$ cat src/rtl/regfed_alu_pkg.sv
package regfed_alu_pkg;
  localparam int NUM_IN   = 4;
  localparam int RF_DEPTH = 4;
  localparam int IDX_W    = $clog2(RF_DEPTH);
  localparam int OP_W     = 4;
  localparam int SEL_W    = 2;
  localparam int NUM_FN   = 12;

  // op codes; codes from NUM_FN upward produce zero
  localparam int FN_ADD  = 0;
  localparam int FN_SUB  = 1;
  localparam int FN_AND  = 2;
  localparam int FN_OR   = 3;
  localparam int FN_XOR  = 4;
  localparam int FN_NOT  = 5;
  localparam int FN_SHL  = 6;
  localparam int FN_SHR  = 7;
  localparam int FN_SAR  = 8;
  localparam int FN_LT   = 9;
  localparam int FN_EQ   = 10;
  localparam int FN_PASS = 11;

  typedef enum logic [SEL_W-1:0] {
    SRC_UNIT1 = 2'd0,
    SRC_UNIT2 = 2'd1,
    SRC_EAST  = 2'd2,
    SRC_SUM   = 2'd3
  } src_e;

  // stored instruction word, MSB first
  typedef struct packed {
    src_e                        selWest;
    src_e                        selMain;
    logic                        satEn;
    logic [OP_W-1:0]             op;
    logic [NUM_IN-1:0][IDX_W-1:0] rdIdx;
  } instr_t;

  localparam int INSTR_W = $bits(instr_t);

  // strobes from control to datapath
  typedef struct packed {
    logic [NUM_IN-1:0][IDX_W-1:0] rdIdx;
    logic [NUM_FN-1:0]           fnHot;
    logic                        satEn;
    src_e                        selMain;
    src_e                        selWest;
  } ctrl_t;
endpackage

$ cat src/rtl/regfed_alu_ctrl.sv
module regfed_alu_ctrl
  import regfed_alu_pkg::*;
#(
  parameter int INSTR_DEPTH = 8,
  localparam int CFG_AW = $clog2(INSTR_DEPTH)
) (
  input  logic               clk,
  input  logic               rstN,
  input  logic               cfgWrEn,
  input  logic [CFG_AW-1:0]  cfgWrAddr,
  input  logic [INSTR_W-1:0] cfgWrData,
  input  logic [CFG_AW-1:0]  instrSel,
  output ctrl_t              ctrl
);
  instr_t store [INSTR_DEPTH];
  instr_t cur;

  always_ff @(posedge clk or negedge rstN) begin
    if (!rstN) begin
      for (int e = 0; e < INSTR_DEPTH; e++) store[e] <= '0;
    end else if (cfgWrEn) begin
      store[cfgWrAddr] <= instr_t'(cfgWrData);
    end
  end

  assign cur = store[instrSel];

  always_comb begin
    ctrl.rdIdx   = cur.rdIdx;
    ctrl.satEn   = cur.satEn;
    ctrl.selMain = cur.selMain;
    ctrl.selWest = cur.selWest;
    for (int k = 0; k < NUM_FN; k++) begin
      ctrl.fnHot[k] = (cur.op == OP_W'(k));
    end
  end
endmodule

$ cat src/rtl/regfed_alu_dp.sv
module regfed_alu_dp
  import regfed_alu_pkg::*;
#(
  parameter int DATA_W = 16,
  localparam int SH_W = $clog2(DATA_W)
) (
  input  logic                     clk,
  input  logic                     rstN,
  input  logic [NUM_IN-1:0]        rfWrEn,
  input  logic [NUM_IN*IDX_W-1:0]  rfWrIdx,
  input  logic [NUM_IN*DATA_W-1:0] rfWrData,
  input  ctrl_t                    ctrl,
  input  logic [DATA_W-1:0]        eastIn,
  output logic [DATA_W-1:0]        outMain,
  output logic [DATA_W-1:0]        outWest
);
  logic [DATA_W-1:0] opnd [NUM_IN];
  logic [DATA_W-1:0] unit1, unit2, sum2;

  // private register file per lane; the only operand source
  for (genvar g = 0; g < NUM_IN; g++) begin : g_lane
    logic [DATA_W-1:0] rf [RF_DEPTH];
    always_ff @(posedge clk or negedge rstN) begin
      if (!rstN) begin
        for (int e = 0; e < RF_DEPTH; e++) rf[e] <= '0;
      end else if (rfWrEn[g]) begin
        rf[rfWrIdx[g*IDX_W +: IDX_W]] <= rfWrData[g*DATA_W +: DATA_W];
      end
    end
    assign opnd[g] = rf[ctrl.rdIdx[g]];
  end

  function automatic logic [DATA_W-1:0] addSat(input logic [DATA_W-1:0] x,
                                               input logic [DATA_W-1:0] y,
                                               input logic doSub,
                                               input logic doSat);
    logic [DATA_W:0] wide;
    wide = doSub ? ({x[DATA_W-1], x} - {y[DATA_W-1], y})
                 : ({x[DATA_W-1], x} + {y[DATA_W-1], y});
    if (doSat && (wide[DATA_W] != wide[DATA_W-1])) begin
      return wide[DATA_W] ? {1'b1, {(DATA_W-1){1'b0}}} : {1'b0, {(DATA_W-1){1'b1}}};
    end
    return wide[DATA_W-1:0];
  endfunction

  function automatic logic [DATA_W-1:0] evalUnit(input logic [NUM_FN-1:0] hot,
                                                 input logic sat,
                                                 input logic [DATA_W-1:0] x,
                                                 input logic [DATA_W-1:0] y);
    logic [DATA_W-1:0] r;
    logic [SH_W-1:0]   amt;
    amt = y[SH_W-1:0];
    r   = '0;
    if (hot[FN_ADD])  r |= addSat(x, y, 1'b0, sat);
    if (hot[FN_SUB])  r |= addSat(x, y, 1'b1, sat);
    if (hot[FN_AND])  r |= x & y;
    if (hot[FN_OR])   r |= x | y;
    if (hot[FN_XOR])  r |= x ^ y;
    if (hot[FN_NOT])  r |= ~x;
    if (hot[FN_SHL])  r |= x << amt;
    if (hot[FN_SHR])  r |= x >> amt;
    if (hot[FN_SAR])  r |= DATA_W'($signed(x) >>> amt);
    if (hot[FN_LT])   r |= {{(DATA_W-1){1'b0}}, ($signed(x) < $signed(y))};
    if (hot[FN_EQ])   r |= {{(DATA_W-1){1'b0}}, (x == y)};
    if (hot[FN_PASS]) r |= x;
    return r;
  endfunction

  function automatic logic [DATA_W-1:0] pick(input src_e s);
    case (s)
      SRC_UNIT1: return unit1;
      SRC_UNIT2: return unit2;
      SRC_EAST:  return eastIn;
      default:   return sum2;
    endcase
  endfunction

  always_comb begin
    unit1   = evalUnit(ctrl.fnHot, ctrl.satEn, opnd[0], opnd[1]);
    unit2   = evalUnit(ctrl.fnHot, ctrl.satEn, opnd[2], opnd[3]);
    sum2    = addSat(unit1, unit2, 1'b0, ctrl.satEn);
    outMain = pick(ctrl.selMain);
    outWest = pick(ctrl.selWest);
  end
endmodule

$ cat src/rtl/regfed_alu.sv
module regfed_alu
  import regfed_alu_pkg::*;
#(
  parameter int DATA_W      = 16,
  parameter int INSTR_DEPTH = 8,
  localparam int CFG_AW = $clog2(INSTR_DEPTH)
) (
  input  logic                     clk,
  input  logic                     rstN,
  input  logic [NUM_IN-1:0]        rfWrEn,
  input  logic [NUM_IN*IDX_W-1:0]  rfWrIdx,
  input  logic [NUM_IN*DATA_W-1:0] rfWrData,
  input  logic                     cfgWrEn,
  input  logic [CFG_AW-1:0]        cfgWrAddr,
  input  logic [INSTR_W-1:0]       cfgWrData,
  input  logic [CFG_AW-1:0]        instrSel,
  input  logic [DATA_W-1:0]        eastIn,
  output logic [DATA_W-1:0]        outMain,
  output logic [DATA_W-1:0]        outWest
);
  ctrl_t ctrl;

  regfed_alu_ctrl #(.INSTR_DEPTH(INSTR_DEPTH)) u_ctrl (
    .clk(clk), .rstN(rstN), .cfgWrEn(cfgWrEn), .cfgWrAddr(cfgWrAddr),
    .cfgWrData(cfgWrData), .instrSel(instrSel), .ctrl(ctrl)
  );

  regfed_alu_dp #(.DATA_W(DATA_W)) u_dp (
    .clk(clk), .rstN(rstN), .rfWrEn(rfWrEn), .rfWrIdx(rfWrIdx),
    .rfWrData(rfWrData), .ctrl(ctrl), .eastIn(eastIn),
    .outMain(outMain), .outWest(outWest)
  );
endmodule

$ cat config.mk
export PLATFORM = sky130hd
export DESIGN_NAME = regfed_alu
export DESIGN_NICKNAME = d
export VERILOG_FILES = /design/src/rtl/regfed_alu_pkg.sv /design/src/rtl/regfed_alu_ctrl.sv /design/src/rtl/regfed_alu_dp.sv /design/src/rtl/regfed_alu.sv
export SDC_FILE = /design/constraint.sdc
export NUM_CORES = 1
export LEC_CHECK = 0
export BUFFER_PORTS_ARGS = -buffer_cell sky130_fd_sc_hd__clkbuf_2
export CELL_PAD_IN_SITES_DETAIL_PLACEMENT = 0
export CELL_PAD_IN_SITES_GLOBAL_PLACEMENT = 1
export CORE_ASPECT_RATIO = 0.9
export CORE_MARGIN = 4
export CORE_UTILIZATION = 35
export CTS_CLUSTER_DIAMETER = 60
export CTS_CLUSTER_SIZE = 16
export DETAILED_ROUTE_END_ITERATION = 16
export PLACE_DENSITY_LB_ADDON = 0.15
export RECOVER_POWER = 100
export SYNTH_ARGS = -nofsm -noshare
export SYNTH_HDL_FRONTEND = slang
export SYNTH_SLANG_ARGS = --single-unit
$ cat constraint.sdc
create_clock -name clk -period 18.5 [get_ports clk]
set_clock_uncertainty 0.1 [all_clocks]
set_input_delay 1.85 -clock clk [delete_from_list [all_inputs] [get_ports clk]]
set_output_delay 1.85 -clock clk [all_outputs]
set_load 0.02 [all_outputs]
==> flow_summary.ini, run 1 <==
[global_routing]
antenna_found_initial = 1
grt_max_degree = 106
grt_overflow = 0
grt_pass1_wl_mm = 165
grt_pass1_vias = 24855
track_usage_pct = 24.3

[critical_path]
reg2reg_depth = 1
ff2ff_setup_slack_ps = 17560
critPathLaunch = instrSel[1]
startpoint_type = input port
path_buf_inv = 6
timing.rr.start = u_dp.g_lane[3].rf[2]$_DFFE_PN0P_
reg2reg_to = u_dp.g_lane[3].rf[2]$_DFFE_PN0P_
cp.required_ps = 16550
crit_cells = 32
slowest_delay_ps = 1090
worstSetupPathType = in -> out
cp_top_family = compound AO/OA/AOI/OAI gates
cp.arrival_ps = 15040
crit_fanout = 41
cp_slowest_cell = a211oi_1
crit_end = outMain[0]
end_kind = output pin

[cells_and_area]
drive_above_1_share_pct = 25.2
area_growth_pct = 10.8
post-route-cell-area_mm2 = 0.0327
fin_nets = 3251
post-route-util_pct = 39.3

[drt]
postRouteAntennaNets = 0
wl_per_cell_um = 26.7
via_per_inst = 5.93
first_pass_iters = 6
drc_errors = 0
drt_iter0_drc = 2012
wl_mm = 111
num_vias = 24687

[hold_path]
min_path_type = reg -> reg
min_path_cells = 1

[clock_network]
ctsResizeCount = 0
h-tree-depth = 2
cts_tree = done
ctsHoldBuffers = 0
clk_pin_slew_ps = 60
cts_buffers = 37
cts.path.max_buffers = 3
clock_latency_ps = 590
post_cts_buffers = 0
clock-root-buffer = clkbuf_16
cts.sinks = 392

[placed_design]
gp_congestion = 0.975
dpl.hpwl_mm = 83.2
io_buffers = 149
place_area_mm2 = 0.0316

[timing]
worstMarginPinSlew_ps = 5760
fin_setup_tns_ps = 0
max_freq_mhz = 58.9
max_slew_margin_pct = -284
maxSlewViolCount = 488
finalHoldViolCount = 0
fin_crit_sh_pct = 91.8
rsz0062_at_grt = no
setup_viol = 0
period_needed_ps = 16990

[pwr]
power_per_cell_area_mw_per_mm2 = 195
leakagePower_nw = 14.3
vdd_ir_drop_max_mv = 0.0864

[floorplanning]
die_y_um = 283
dieArea_mm2 = 0.0890
die_w_um = 314
initial_core_util_pct = 35.5
core-area_mm2 = 0.0831
rows = 100
io_pins = 150

[yosys]
synth_seq_cells = 392
synth_edf_count = 0
synth.most_common_cell = mux2_2
async_flop_share_pct = 100
yosysUniqueCellTypes = 93
synth_warnings = 0
synth_area_leaders = dfrtp_1 (33%), mux2_2 (16%), mux2i_1 (11%), ha_1 (4.9%), nand2_1 (2.5%)
yosysTopAreaCell = dfrtp_1
synth_top_area_share_pct = 33.3
synthCells = 2902
syn_area_mm2 = 0.0295
ys_seq_area_share_pct = 33.3
synth.net_count = 3141
synth_flop_cell = dfrtp_1
synth_common_cells = mux2_2 (426), dfrtp_1 (392), mux2i_1 (319)
avgSynthCellArea_um2 = 10.2

[outcome]
violations = capacitance limit, slew limit
status = finished, violations left

[flow_run]
drv_cap = 11
worst min path at each step:
stage / end / from / slack (ps)
6_report: u_dp.g_lane[0].rf[37]$_DFFE_PN0P_ / u_dp.g_lane[0].rf[37]$_DFFE_PN0P_ / 400
5_1_grt: u_dp.g_lane[3].rf[41]$_DFFE_PN0P_ / u_dp.g_lane[3].rf[41]$_DFFE_PN0P_ / 410
4_1_cts: u_ctrl.store[83]$_DFFE_PN0P_ / u_ctrl.store[83]$_DFFE_PN0P_ / 400
3_5_place_dp: u_ctrl.store[83]$_DFFE_PN0P_ / u_ctrl.store[83]$_DFFE_PN0P_ / 390
3_3_place_gp: u_ctrl.store[84]$_DFFE_PN0P_ / u_ctrl.store[84]$_DFFE_PN0P_ / 380
2_1_floorplan: u_ctrl.store[9]$_DFFE_PN0P_ / u_ctrl.store[9]$_DFFE_PN0P_ / 370
sequential cells by signal, indices dropped and copies added (netlist names):
signal / cells
u_dp.g_lane.rf: 256
u_ctrl.store: 136
layout make-up:
| cell class | instances | area (um2) |
|---|---|---|
| fillers | 8301 | 50400 |
| multi-input cells | 2225 | 18500 |
| flip-flops and latches | 392 | 9810 |
| well taps | 1122 | 1400 |
| repair buffers | 232 | 1270 |
| clock buffers | 43 | 990 |
| inverters | 124 | 465 |
| clock inverters | 20 | 230 |
| diodes | 2 | 5.00 |
per-stage QoR:
step	setup slack [ps]	hold WS, ps	power (mW)	cells
after floorplan	6280	374	4.05	2902
after global placement	2970	382	5.49	4094
after detailed placement	2650	388	5.49	4094
after CTS	2620	405	6.31	4157
after global routing	820	412	6.74	4158
final	1510	403	6.36	4160
cell families after synthesis:
group	share of synthesized area, %
fa+ha+maj	5.26
flops	33.3
xor+xnor	1.43
simple gates	10.9
mux	30.9
buf+inv	4.12
compound gates	14.1
cells in the final DEF, fill, tap and decap left out, types with 24 or more instances in the layout:
master	n
inv_1	118
ha_1	116
o21ai_0	88
xnor2_1	41
a21o_1	27
a21oi_1	116
nand4_1	24
clkbuf_1	52
mux4_2	32
nand3_1	45
mux2i_1	316
o211ai_1	41
nor2_1	144
nor3_1	75
a211oi_1	31
o22ai_1	37
dfrtp_1	392
nand2_1	197
buf_4	69
clkbuf_2	114
clkbuf_16	38
mux2_2	423
power breakdown:
group / switching (mW) / leakage (nW) / internal, mW / total (mW)
Combinational: 2.89 / 9.05 / 1.56 / 4.45
Sequential: 0.0916 / 4.66 / 1.03 / 1.12
Clock: 0.360 / 0.606 / 0.423 / 0.783
layer usage:
layer	up-vias	share of wire (%)	global-route usage [%]
met5	-	0.011	0
met4	2	3.3	7.39
met3	164	6.7	3.81
met2	887	45	38.4
met1	12552	45	34.3
li1	11082	-	-
(Power assumes the default switching activity.)
==> run 2, diff against run 1 <==
--- a/constraint.sdc
+++ b/constraint.sdc
@@ -4,2 +4,2 @@
 set_output_delay 1.85 -clock clk [all_outputs]
-set_load 0.02 [all_outputs]
+set_load 0.01 [all_outputs]
==> run 2 against run 1 <==
Against the previous run: the run still ends with capacitance limit, slew limit left; routed wire length is 1.2% higher; first-iteration DRC count down 4.5%; sequential power is essentially flat; hold slack got worse by 0.62 ps; power decreased by 1.1%; die area stayed put; register-to-register slack hardly changed; clock power is 4.3% lower; maximum frequency rose by 3.1%; via count is 0.49% lower; setup slack improved by 510 ps; cell count hardly changed.
==> flow_summary.ini, run 2 (synthesis gave the netlist of run 1 again) <==
[drt]
via_per_inst = 5.91
drc_errors = 0
first_pass_iters = 6
wl_mm = 112
num_vias = 24565
postRouteAntennaNets = 0
drt_iter0_drc = 1921
wl_per_cell_um = 27.1

[global_routing]
grt_pass1_vias = 25138
grt_max_degree = 124
track_usage_pct = 24.7
antenna_found_initial = 3
grt_pass1_wl_mm = 168
grt_overflow = 0

[clock_network]
clk_pin_slew_ps = 70
clock_latency_ps = 590
h-tree-depth = 2
post_cts_buffers = 0
cts_tree = done
ctsHoldBuffers = 0
cts.path.max_buffers = 3
cts.sinks = 392
clock-root-buffer = clkbuf_16
cts_buffers = 35
ctsResizeCount = 0

[critical_path]
reg2reg_depth = 1
cp_slowest_cell = clkbuf_1
cp.required_ps = 16550
startpoint_type = input port
crit_fanout = 41
timing.rr.start = u_dp.g_lane[3].rf[32]$_DFFE_PN0P_
end_kind = output pin
cp.arrival_ps = 14530
slowest_delay_ps = 1380
reg2reg_to = u_dp.g_lane[3].rf[32]$_DFFE_PN0P_
worstSetupPathType = in -> out
critPathLaunch = instrSel[1]
ff2ff_setup_slack_ps = 17570

[hold_path]
worstHoldStart = u_ctrl.store[15]$_DFFE_PN0P_
min_path_type = reg -> reg
min_to = u_ctrl.store[15]$_DFFE_PN0P_
min_path_cells = 1

[cells_and_area]
largest_register_ffs = 256
final_common_cell = mux2_2
largest_registers = u_dp.g_lane.rf: 256 flops, u_ctrl.store: 136 flops
fillers = 8333
mostFrequentLayoutCells = mux2_2 (424), dfrtp_1 (392), mux2i_1 (316)
post-route-util_pct = 39.3
area_growth_pct = 10.6
drive_above_1_share_pct = 25.2
regMostFlops = u_dp.g_lane.rf
fin_nets = 3254

[timing]
setup_viol = 0
hold-worst-slack_ps = 403
maxSlewViolCount = 514
period_needed_ps = 16480
max_slew_margin_pct = -339
max_freq_mhz = 60.7
finalHoldViolCount = 0
fin_crit_sh_pct = 89.1
rsz0062_at_grt = no
worst_slack_ps = 2020
worstMarginPinSlew_ps = 6590
fin_setup_tns_ps = 0

[placed_design]
io_buffers = 149
dpl.hpwl_mm = 84.5
gp_congestion = 0.966
dp_slack_ps = 3170

[outcome]
violations = capacitance limit, slew limit
status = finished, violations left

[flow_run]
drv_cap = 11

[floorplanning]
die_w_um = 314
core-area_mm2 = 0.0831
io_pins = 150
dieArea_mm2 = 0.0890
rows = 100
die_y_um = 283
initial_core_util_pct = 35.5

[pwr]
leakagePower_nw = 14.3
power_mw = 6.29
power_per_cell_area_mw_per_mm2 = 193
vdd_ir_drop_max_mv = 0.0945
run 2: changes by cell type in the layout (fill, tap and decap cells not counted), sizes merged:
cell,delta
clkinv,-3
diode,-1
clkbuf,-1
buf,+6
inv,-4
run 2: worst max path at each step:
stage,cells after the start,slack [ps],endpoint
after floorplan,34,6500,outWest[13]
after global placement,29,3410,outWest[0]
after detailed placement,29,3170,outWest[0]
after CTS,29,3130,outWest[0]
after global routing,29,1280,outWest[0]
final,29,2020,outMain[0]
run 2: through the flow:
step                std cells  instance area (um2)
CTS                      4156                32800
detailed placement       4100                31600
finish                   4157                32600
global placement         4100                31600
global route             4156                32600
floorplan                2902                29500
run 2: critical path: cells and delay by family:
kind,cells,cell delay [ps]
AO/OA/AOI/OAI,12,5760
buffers and inverters,4,2720
multiplexers,5,1910
AND/OR/NAND/NOR,5,1340
adder cells (fa/ha/maj),3,850
run 2: per-layer routing:
layer / wire, um / vias to the layer above / GRT usage [%]
li1: - / 11084 / -
met1: 51700 / 12557 / 35.0
met2: 51500 / 796 / 39.2
met3: 6340 / 128 / 3.69
met4: 3010 / 0 / 6.67
met5: 0 / - / 0
run 2: where the power goes:
| group | internal, mW | switching, mW | total, mW |
|---|---|---|---|
| Combinational | 1.57 | 2.85 | 4.42 |
| Sequential | 1.03 | 0.0930 | 1.12 |
| Clock | 0.398 | 0.351 | 0.749 |
| Total | 3.00 | 3.29 | 6.29 |
run 2: final cells by class:
class | instances | area [um2] | area share (%)
diodes | 1 | 2.50 | 0.00767
clock buffers | 43 | 936 | 2.87
clock inverters | 13 | 198 | 0.606
inverters | 124 | 465 | 1.43
multi-input cells | 2225 | 18500 | 56.7
flip-flops and latches | 392 | 9810 | 30.1
well taps | 1122 | 1400 | 4.30
repair buffers | 237 | 1310 | 4.03
